===== src/rtl/piezo_phase_pkg.sv =====
package piezo_phase_pkg;

    parameter int unsigned PIEZO_PW = 8;   // period / width / position bits
    parameter int unsigned PIEZO_CW = 11;  // burst pulse count bits

    typedef logic [PIEZO_PW-1:0] piezo_cnt_t;
    typedef logic [PIEZO_CW-1:0] piezo_pulses_t;

    typedef struct packed {
        piezo_cnt_t period;
        piezo_cnt_t width;
        logic       dir;
        logic       dbl;
    } piezo_cfg_t;

endpackage


===== src/rtl/piezo_timebase.sv =====
module piezo_timebase
    import piezo_phase_pkg::*;
(
    input  logic       clk,
    input  logic       rst_n,
    input  logic       run_i,
    input  logic       clear_i,
    input  piezo_cfg_t cfg_i,
    output piezo_cnt_t pos_o,
    output logic       wrap_o
);

    localparam int unsigned SW = PIEZO_PW + 1;

    typedef struct packed {
        piezo_cnt_t pos;
    } tb_state_t;

    tb_state_t       s_q, s_d;
    piezo_cnt_t      step;
    logic [SW-1:0]   sum_wide;
    logic            wrap;

    always_comb begin
        step     = cfg_i.dbl ? piezo_cnt_t'(2) : piezo_cnt_t'(1);
        sum_wide = {1'b0, s_q.pos} + {1'b0, step};
        wrap     = run_i && (sum_wide >= {1'b0, cfg_i.period});
        s_d      = s_q;
        if (clear_i || !run_i) begin
            s_d.pos = '0;
        end else if (wrap) begin
            s_d.pos = s_q.pos + step - cfg_i.period;
        end else begin
            s_d.pos = s_q.pos + step;
        end
    end

    always_ff @(posedge clk or negedge rst_n) begin
        if (!rst_n) begin
            s_q <= '0;
        end else begin
            s_q <= s_d;
        end
    end

    assign pos_o  = s_q.pos;
    assign wrap_o = wrap;

endmodule


===== src/rtl/piezo_burst_ctrl.sv =====
module piezo_burst_ctrl
    import piezo_phase_pkg::*;
(
    input  logic          clk,
    input  logic          rst_n,
    input  logic          pd_n,
    input  logic          load_i,
    input  piezo_pulses_t pulses_i,
    input  piezo_cfg_t    cfg_in_i,
    input  logic          wrap_i,
    output logic          run_o,
    output piezo_cfg_t    cfg_o,
    output logic          clear_o
);

    localparam piezo_pulses_t LAST = piezo_pulses_t'(1);

    typedef struct packed {
        logic          run;
        piezo_pulses_t rem;
        piezo_cfg_t    cfg;
        logic          pend;
        piezo_pulses_t pend_cnt;
        piezo_cfg_t    pend_cfg;
    } ctrl_state_t;

    ctrl_state_t s_q, s_d;
    logic        restart;

    always_comb begin
        s_d     = s_q;
        restart = 1'b0;
        if (!pd_n) begin
            s_d.run  = 1'b0;
            s_d.pend = 1'b0;
            s_d.rem  = '0;
        end else if (load_i && (pulses_i == '0)) begin
            s_d.run  = 1'b0;
            s_d.pend = 1'b0;
            s_d.rem  = '0;
        end else if (load_i && (!s_q.run || wrap_i)) begin
            s_d.run  = 1'b1;
            s_d.rem  = pulses_i;
            s_d.cfg  = cfg_in_i;
            s_d.pend = 1'b0;
            restart  = 1'b1;
        end else begin
            if (load_i) begin
                s_d.pend     = 1'b1;
                s_d.pend_cnt = pulses_i;
                s_d.pend_cfg = cfg_in_i;
            end
            if (s_q.run && wrap_i) begin
                if (s_q.pend) begin
                    s_d.rem  = s_q.pend_cnt;
                    s_d.cfg  = s_q.pend_cfg;
                    s_d.pend = 1'b0;
                    restart  = 1'b1;
                end else begin
                    s_d.rem = s_q.rem - LAST;
                    if (s_q.rem == LAST) begin
                        s_d.run = 1'b0;
                    end
                end
            end
        end
    end

    always_ff @(posedge clk or negedge rst_n) begin
        if (!rst_n) begin
            s_q <= '0;
        end else begin
            s_q <= s_d;
        end
    end

    assign run_o   = s_q.run;
    assign cfg_o   = s_q.cfg;
    assign clear_o = restart || !s_d.run;

endmodule


===== src/rtl/piezo_phase_decode.sv =====
module piezo_phase_decode
    import piezo_phase_pkg::*;
(
    input  logic       run_i,
    input  piezo_cfg_t cfg_i,
    input  piezo_cnt_t pos_i,
    output logic       phase_a_o,
    output logic       phase_b_o
);

    piezo_cnt_t high_len;
    piezo_cnt_t shift;
    piezo_cnt_t lag_pos;
    logic       lead;
    logic       lag;

    always_comb begin
        high_len = (cfg_i.width == '0) ? (cfg_i.period >> 1) : cfg_i.width;
        shift    = cfg_i.period >> 2;
        if (pos_i >= shift) begin
            lag_pos = pos_i - shift;
        end else begin
            lag_pos = pos_i + cfg_i.period - shift;
        end
        lead = run_i && (pos_i < high_len);
        lag  = run_i && (lag_pos < high_len);
        phase_a_o = cfg_i.dir ? lag  : lead;
        phase_b_o = cfg_i.dir ? lead : lag;
    end

endmodule


===== src/rtl/piezo_phase_gen.sv =====
module piezo_phase_gen
    import piezo_phase_pkg::*;
(
    input  logic                clk,
    input  logic                rst_n,
    input  logic                pd_n,
    input  logic [PIEZO_PW-1:0] period_i,
    input  logic [PIEZO_PW-1:0] width_i,
    input  logic                dir_i,
    input  logic [PIEZO_CW-1:0] pulses_i,
    input  logic                load_i,
    input  logic                dbl_self_i,
    input  logic                dbl_peer_i,
    output logic                phase_a_o,
    output logic                phase_b_o,
    output logic                active_o
);

    piezo_cfg_t cfg_in;
    piezo_cfg_t cfg_run;
    piezo_cnt_t pos;
    logic       run;
    logic       wrap;
    logic       clear;

    always_comb begin
        cfg_in.period = period_i;
        cfg_in.width  = width_i;
        cfg_in.dir    = dir_i;
        cfg_in.dbl    = dbl_self_i & dbl_peer_i;
    end

    piezo_burst_ctrl ctrl_i (
        .clk      (clk),
        .rst_n    (rst_n),
        .pd_n     (pd_n),
        .load_i   (load_i),
        .pulses_i (pulses_i),
        .cfg_in_i (cfg_in),
        .wrap_i   (wrap),
        .run_o    (run),
        .cfg_o    (cfg_run),
        .clear_o  (clear)
    );

    piezo_timebase tbase_i (
        .clk     (clk),
        .rst_n   (rst_n),
        .run_i   (run),
        .clear_i (clear),
        .cfg_i   (cfg_run),
        .pos_o   (pos),
        .wrap_o  (wrap)
    );

    piezo_phase_decode dec_i (
        .run_i     (run),
        .cfg_i     (cfg_run),
        .pos_i     (pos),
        .phase_a_o (phase_a_o),
        .phase_b_o (phase_b_o)
    );

    assign active_o = run;

endmodule


===== config.mk =====
export PLATFORM = sky130hd
export DESIGN_NAME = piezo_phase_gen
export DESIGN_NICKNAME = d
export VERILOG_FILES = /design/src/rtl/piezo_phase_pkg.sv /design/src/rtl/piezo_timebase.sv /design/src/rtl/piezo_burst_ctrl.sv /design/src/rtl/piezo_phase_decode.sv /design/src/rtl/piezo_phase_gen.sv
export SDC_FILE = /design/constraint.sdc
export NUM_CORES = 1
export LEC_CHECK = 0
export BUFFER_PORTS_ARGS = -buffer_cell sky130_fd_sc_hd__buf_4
export CORE_UTILIZATION = 67
export CTS_CLUSTER_DIAMETER = 30
export DETAILED_ROUTE_END_ITERATION = 6
export GPL_ROUTABILITY_DRIVEN = 0
export HOLD_SLACK_MARGIN = 0.05
export PLACE_DENSITY = 0.94
export SYNTH_ARGS = -nofsm -noshare
export SYNTH_HDL_FRONTEND = slang
export SYNTH_HIERARCHICAL = 1
export SYNTH_SLANG_ARGS = --single-unit
export TNS_END_PERCENT = 100

===== constraint.sdc =====
create_clock -name clk -period 8 [get_ports clk]
set_input_delay 1.6 -clock clk [delete_from_list [all_inputs] [get_ports clk]]
set_output_delay 1.6 -clock clk [all_outputs]
set_load 0.01 [all_outputs]

Yosys cells after proc, flatten, opt, wreduce, memory -nomap -nowiden
Index checks and enable logic that the tools add are counted.
{ "op_classes": {"addsub": 7, "magnitude_cmp": 4, "n_eq_ne": 2, "mux": 23, "n_bitwise": 3, "reduce_logical": 17} }
{ "ops": {"columns": ["op", "n"], "rows": [
  ["$mux 31", 2],
  ["$mux 8", 4],
  ["$mux 30", 1],
  ["$mux 12", 2],
  ["$mux 19", 1],
  ["$add 8x8->8", 2],
  ["$lt 8x8->1", 2],
  ["$sub 8x6->8", 2],
  ["$eq 11x1->1 const B", 1],
  ["$logic_not 11->1", 1],
  ["$mux 1", 11],
  ["$mux 11", 1],
  ["$sub 11x1->11 const B", 1],
  ["$add 8x8->9", 1],
  ["$ge 9x8->1", 1],
  ["$ge 8x6->1", 1],
  ["$logic_not 8->1", 1],
  ["$reduce_and 4->1", 2],
  ["$sub 8x8->8", 1],
  ["$logic_and 1x1->1", 6],
  ["$ne 4x1->1 const B", 1],
  ["$reduce_bool 2->1", 2],
  ["$logic_or 1x1->1", 3],
  ["$logic_not 1->1", 2],
  ["other kinds (3)", 4]
]} }
{ "word_totals": {"regBits": 68, "input_bits": 34, "out_inout_bits": 3, "elab_cells": 69} }

Depth between registers and ports, before layout
Gate-level depths: netlist of run 1.
{ "logic_depth": {"depth_word": 13, "depth_mapped": 21, "depth_no_buf": 18} }

Modules after synthesis
Netlist of run 1, hierarchy kept.
{ "modules_own_cells": {"columns": ["module", "n_inst", "cells_each", "area_per_inst_um2", "seq_area_each_um2"], "rows": [
  ["piezo_burst_ctrl", 1, 267, 3158.0, 1501.4],
  ["piezo_phase_decode", 1, 178, 1310.0, 0.0],
  ["piezo_timebase", 1, 113, 972.2, 200.2],
  ["piezo_phase_gen", 1, 1, 6.3, 0.0]
]} }

Least setup slack after synthesis of run 1
OpenSTA, ideal clock, no wires.
{ "synth_path": {"path_type": "reg-to-output", "from": "register ctrl_i.s_q (netlist bit ctrl_i/cfg_o[12])", "to": "output phase_a_o", "t_arrival_ps": 3411, "t_required_ps": 6400, "path_slack_ps": 2989, "path_stages_with_launch": 16, "n_path_buf": 1, "cell_sequence": "dfrtp_1 > buf_4 > ha_1 > inv_1 > fa_1 > a211o_1 > a2111oi_4 > or2_2 > nand2b_1 > o311a_1 > ha_1 > nand3_1 > and4b_1 > o211a_1 > nand4b_1 > a31oi_1"} }
{ "synth_between": {"elab_chain_len": 6, "elab_cells_between_ends": 11, "classes_between": "add/sub (3); order compare (3); mux (3); reduce/logical (2)"} }
{ "synth_rtl": {"columns": ["item", "line", "rtl"], "rows": [
  ["from (decl)", "piezo_burst_ctrl.sv:27", "ctrl_state_t s_q, s_d;"],
  ["from (signal assigned)", "piezo_burst_ctrl.sv:71", "s_q <= '0;"],
  ["from (signal assigned)", "piezo_burst_ctrl.sv:73", "s_q <= s_d;"],
  ["$add 8x8->8", "piezo_phase_decode.sv:23", "lag_pos = pos_i + cfg_i.period - shift;"],
  ["$sub 8x6->8", "piezo_phase_decode.sv:23", null],
  ["$mux 8", "piezo_phase_decode.sv:20", "if (pos_i >= shift) begin"],
  ["$lt 8x8->1", "piezo_phase_decode.sv:26", "lag = run_i && (lag_pos < high_len);"],
  ["$logic_and 1x1->1", "piezo_phase_decode.sv:26", null],
  ["$mux 1 *", "piezo_phase_decode.sv:27", "phase_a_o = cfg_i.dir ? lag : lead;"],
  ["to (decl)", "piezo_phase_gen.sv:14", "output logic phase_a_o,"]
]} }
Every way passes the cells marked *; elsewhere a longest branch is shown, timed or not.

Worst setup path after layout of run 1
{ "layout_path": {"from": "register tbase_i.s_q (netlist bit tbase_i/pos_o[0])", "to": "output phase_b_o"} }
{ "layout_between": {"elab_chain_len": 6, "elab_cells_between_ends": 10, "classes_between": "add/sub (3); order compare (3); mux (2); reduce/logical (2)"} }
{ "layout_rtl": {"columns": ["item", "line", "rtl"], "rows": [
  ["from (decl)", "piezo_timebase.sv:19", "tb_state_t s_q, s_d;"],
  ["from (signal assigned)", "piezo_timebase.sv:40", "s_q <= '0;"],
  ["from (signal assigned)", "piezo_timebase.sv:42", "s_q <= s_d;"],
  ["$add 8x8->8", "piezo_phase_decode.sv:23", null],
  ["$sub 8x6->8", "piezo_phase_decode.sv:23", null],
  ["$mux 8", "piezo_phase_decode.sv:20", null],
  ["$lt 8x8->1", "piezo_phase_decode.sv:26", null],
  ["$logic_and 1x1->1", "piezo_phase_decode.sv:26", null],
  ["$mux 1 *", "piezo_phase_decode.sv:28", "phase_b_o = cfg_i.dir ? lead : lag;"],
  ["to (decl)", "piezo_phase_gen.sv:15", "output logic phase_b_o,"]
]} }
Marks and branches as above.

==> results of run 1 <==
## worst min-delay path by stage
stage / from / end / depth (start not counted)
3_3_place_gp: ctrl_i/s_q[22] / ctrl_i/s_q[22] / 1
6_report: ctrl_i/s_q[5] / ctrl_i/s_q[5] / 1
3_5_place_dp: ctrl_i/s_q[20] / ctrl_i/s_q[20] / 1
5_1_grt: ctrl_i/s_q[25] / ctrl_i/s_q[25] / 1
4_1_cts: ctrl_i/s_q[20] / ctrl_i/s_q[20] / 1
2_1_floorplan: ctrl_i/s_q[22] / ctrl_i/s_q[22] / 1
## kinds of logic after synthesis
group	synth area share, %
AO/OA/AOI/OAI	21.00
flip-flops	31.24
XOR/XNOR	2.573
adder cells (fa/ha/maj)	12.50
AND/OR/NAND/NOR	13.32
multiplexers	10.80
buffers and inverters	8.568
## state kept, by name, summed over array words and instances, names as in the netlist
name / flops
ctrl_i/s_q: 41
ctrl_i/run_o: 1
ctrl_i/cfg_o: 18
tbase_i/pos_o: 8
## cells in the final DEF (no fill, tap or decap), types with 6 or more instances in the layout
cell type and count:
nand2_1 20, nor3_1 9, xnor2_1 10, a21oi_1 41
clkbuf_8 9, o21ai_0 23, a31oi_1 6, fa_1 9
inv_1 54, and2_1 7, mux2_4 10, nand3_1 19
o211ai_1 9, xor2_1 6, a22o_1 18, a21o_1 6
o21a_1 10, mux2_2 38, nand2b_1 9, nor2_1 12
nor2b_1 6, o31ai_1 7, or3_1 7, dfrtp_1 68
nand4_1 7, buf_4 37, ha_1 40
## power groups by stage
stage	Combinational [mW]	Clock, mW	Sequential [mW]
after floorplan	0.721	0	0.473
after global placement	0.813	0	0.503
after detailed placement	0.866	0	0.515
after CTS	0.884	0.323	0.514
after global routing	0.993	0.339	0.528
final	0.917	0.324	0.520
## routing by layer
layer	vias up	global-route usage, %
met5	-	0
met4	0	18.88
met3	74	7.711
met2	339	60.20
met1	2323	43.95
li1	2065	-
## stage by stage
| stage | cell area, um^2 | hold WS [ps] | power [mW] | instances | utilization [%] |
|---|---|---|---|---|---|
| floorplan | 5446 | 475.2 | 1.194 | 559 | - |
| finish | 5817 | 521.4 | 1.761 | 675 | 74.50 |
| detailed placement | 5594 | 496.6 | 1.382 | 659 | 71.65 |
| CTS | 5817 | 517.8 | 1.722 | 675 | 74.50 |
| global placement | 5594 | 488.6 | 1.316 | 659 | 71.65 |
| global route | 5817 | 540.0 | 1.861 | 675 | 74.50 |
## layout make-up
class,count,share of cell area [%]
clock buffers,9,2.129
clock inverters,7,1.699
inverters,54,3.485
multi-input cells,398,56.46
flip-flops and latches,68,29.25
well taps,102,2.194
repair buffers,37,4.775
## critical path: cells and delay by family, from the launching register on
family	cells	cell delay, ps
AO/OA/AOI/OAI	5	1350
adder cells (fa/ha/maj)	3	990
AND/OR/NAND/NOR	5	870
flip-flops	1	410
buffers and inverters	3	310
==> metrics.txt, run 1 <==
status=complete, no violations; Critical Path Slowest Stage Cell=fa_1; Worst path max stage delay=450 ps; DP HPWL=9983 um; top cells by area in the synthesized netlist=dfrtp_1 31%, ha_1 9.2%, mux2_2 7.9%; Fmax achieved=~0.17 GHz; RSZ-0062 raised after global routing=false; Sw Ratio=42.09%; CTS Buf Count=9; reg2reg path depth=16; initial antenna violation count=0; clock skew=6.277 ps; #FFs+latches synth=68; met3 WL=roughly 1400 um; Yosys cell types=73; syn nets=642; sequential fraction of the synthesis area=31.24%; Root Driver=clkbuf_8; sequential cell area=1702 um^2; Max IR drop VDD=0.1719 mV; critical path type=flip-flop to primary output; crit path capture=phase_b_o; worst slew pin tran=1105 ps; P&R area growth vs syn=6.800%; Layout fillers=~470; Slew HR=about a quarter; Top-Level Pins=37; Sequential Power Share=29.5%; max layer used=met4; IO buf count=36; gr ovfl total=0; clk buf depth=2; Hold Vio Cnt, Final=0; setup_tns=0 ps; Routed WL=14,680 um; DRT Pass-1 Iters=7; crit-path cells=inv_1 > ha_1 > inv_1 > fa_1 > a211o_1 > a2111oi_4 > or2_2 > nand2b_1 > o311a_1 > ha_1 > nand3_1 > and4b_1 > o211a_1 > nand4b_1 > a31oi_1 > buf_4; Switch Pwr=0.7411 mW; met1 WL=5514 um; worst path required time=approximately 6400 ps; min setup slack post-route=2131 ps; die width=92.16 um; CTS tree=built; Setup crit end kind=primary output; via count=4,801; Total Routing Usage GR=36.14%; Nets=roughly 650; Power Internal=between 1 and 1.5 mW; DIE AREA=8493 um^2; critical-path maximum fanout=14; clk_lat worst skew=~360 ps; class of the worst hold path=flip-flop to flip-flop; metal2 WL=7110 um; Multi-input gate area=3284 um^2; drt drc=0; ratio of cells with drive above 1 in the final layout=20.59%; Diodes inserted=0; post-route minimum period=5869 ps; max-slew violations=0; Combinational Power Share=52.1%; Initial Util=69.76%; Synth top area share=31.24%; Core Rows=32; reg2reg end=ctrl_i/cfg_o[16]; WL/cell=roughly 22 um; Cell Pwr Density=roughly 300 nW/um^2; max-cap check violation count=0; number of global-route vias before repair=4,783; antenna viol nets, final=0; PostCTS Resize Cnt=0; initial DRC count=~600; first-pass GRT wire length=23,580 um; Core ar.=about 7800 um^2; yosys synthesis warning count=6; asr flop ratio synth=100.0%; Cells after Synth=roughly 560; synthesized area per cell=9.743 um^2; largest net degree at the start of global routing=69; count leader, synth=dfrtp_1; pre-CTS WS=around 2600 ps; Post-synth EDFFs=0; R2R setup slack=2700 ps; Post-synth top cells=68 x dfrtp_1, 54 x inv_1, 41 x a21oi_1; Most used DFF post-synth=dfrtp_1; Tcrit/Tclk final=73.37%; Clk pwr share=18.4%; Clock Sinks=68; reg2reg start=ctrl_i/cfg_o[0]; area of the mapped netlist=~5400 um^2; CTS HTree Levels=3; Setup Buffers After CTS=0; Setup crit start kind=flip-flop; clk slew on worst S/H paths=80 ps; Die Ht=92.16 um; # setup viols final=0; leak pwr=around 2.6 nW; hold-fix buffers at CTS=0; Synth area leader=dfrtp_1; Worst EP arrival=4270 ps; via/cell ratio=roughly 7.1; Crit. Startpoint=tbase_i/pos_o[0]
No activity file was read; power rests on OpenSTA's default activity.
==> inputs of run 2 (changes only) <==
- CORE_UTILIZATION: 67 -> 62
- PLACE_DENSITY: 0.94 -> 0.88
- clock period: 8 -> 5.9 ns (I/O delays scaled with it)
==> run 2 against run 1 <==
Against the previous run: non-clock buffer count grew 1; global-route usage fell by 5.7 points; worst setup slack worse by 1700 ps; combinational power rose by 31%; wire length decreased by 13%; critical path type unchanged; largest power group unchanged.
==> metrics.txt, run 2 (synthesis results as in run 1) <==
critical path type=flip-flop to primary output; Tcrit/Tclk final=~93%; Die Ht=around 96 um; RSZ-0062 raised after global routing=false; gr ovfl total=0; P&R area growth vs syn=6.754%; number of global-route vias before repair=about 4,400; Setup crit start kind=flip-flop; Total Routing Usage GR=30.42%; DP HPWL=9156 um; Top-Level Pins=37; PostCTS Resize Cnt=0; hold-fix buffers at CTS=0; clock skew=9.272 ps; clk buf depth=2; DRT Pass-1 Iters=5; WL/cell=18.89 um; CTS tree=built; DIE AREA=between 9000 and 10,000 um^2; Worst EP arrival=approximately 4300 ps; commonest cells after routing, fill and taps aside=68 x dfrtp_1, 54 x inv_1, 41 x a21oi_1; Root Driver=clkbuf_8; post-route minimum period=5490 ps; min setup slack post-route=410.2 ps; Hold Vio Cnt, Final=0; initial antenna violation count=0; # setup viols final=0; Cell Pwr Density=394.4 nW/um^2; setup_tns=0 ps; Multi-input gate area=between 3000 and 4000 um^2; Top reg by flops=ctrl_i/s_q; CTS Buf Count=9; clk_lat worst skew=340 ps; Core ar.=between 8000 and 9000 um^2; pre-CTS WS=between 800 and 900 ps; Max IR drop VDD=0.2743 mV; max FFs per register=41; initial DRC count=269; sequential cell area=1702 um^2; largest net degree at the start of global routing=69; die width=between 90 and 100 um; antenna viol nets, final=0; first-pass GRT wire length=about 21,000 um; Slew HR=29.89%; status=complete, no violations; Diodes inserted=0; Layout fillers=589; Setup crit end kind=primary output; ratio of cells with drive above 1 in the final layout=20.73%; max-cap check violation count=0; worst slew pin tran=1052 ps; critical-path maximum fanout=14; Initial Util=between 60% and 70%; most common cell after layout, fill and taps aside=dfrtp_1; IO buf count=36; Nets=652; Core Rows=33; CTS HTree Levels=3; Fmax achieved=0.1822 GHz; drt drc=0; clk slew on worst S/H paths=80 ps; leak pwr=2.578 nW; via count=~4,500; class of the worst hold path=flip-flop to flip-flop; worst path required time=4720 ps; Clock Sinks=68; via/cell ratio=6.596; max-slew violations=0; Setup Buffers After CTS=0; Routed WL=approximately 13,000 um
run 2: final timing paths:
path	startpoint	to	slack (ps)	cells after the start
max in group asynchronous	rst_n	ctrl_i/cfg_o[14]	4400	1
worst min-delay path	ctrl_i/s_q[22]	ctrl_i/s_q[22]	510	1
worst max-delay path	tbase_i/pos_o[0]	phase_a_o	410	16
worst min register to register	ctrl_i/s_q[22]	ctrl_i/s_q[22]	510	1
worst max register to register	ctrl_i/cfg_o[0]	ctrl_i/cfg_o[6]	1040	16
min in group asynchronous	rst_n	ctrl_i/s_q[54]	940	1
run 2: through the flow:
step	instances	util [%]	hold slack [ps]	total power [mW]	instance area, um^2
6_report	679	69.71	511.1	2.293	5814
5_1_grt	679	69.71	523.3	2.456	5814
4_1_cts	679	69.71	514.8	2.276	5814
3_5_place_dp	663	67.21	490.1	1.857	5605
3_3_place_gp	663	67.21	489.0	1.789	5605
2_1_floorplan	559	-	475.2	1.618	5446
run 2: critical path, cell delays in order (launching register included):
cell and delay, ps:
dfrtp_1 410, inv_1 70, ha_1 220, inv_1 100
fa_1 450, a211o_1 300, a2111oi_4 400, or2_2 320
nand2b_1 90, o311a_1 300, ha_1 330, nand3_1 90
and4b_1 220, o211a_1 180, nand4b_1 130, a31oi_1 200
buf_4 140
run 2: layout make-up:
class / instances / area share [%]
Clock buffer: 9 / 2.130
Clock inverter: 7 / 1.463
Inverter: 54 / 3.486
Multi-Input combinational cell: 398 / 56.49
Sequential cell: 68 / 29.27
Tap cell: 105 / 2.260
Timing Repair Buffer: 38 / 4.906
run 2: report_power, final:
| group | internal, mW | switching [mW] | total (mW) |
|---|---|---|---|
| Clock | 0.202 | 0.197 | 0.400 |
| Combinational | 0.555 | 0.648 | 1.20 |
| Sequential | 0.582 | 0.109 | 0.690 |
run 2: per-layer routing:
metal  share of wire (%)  up-vias  GRT usage (%)
met1                  42     2151          39.96
met5                   0        -              0
met2                  48      213          48.69
li1                    -     2072              -
met4                 3.4        0          14.55
met3                 6.6       43          5.529
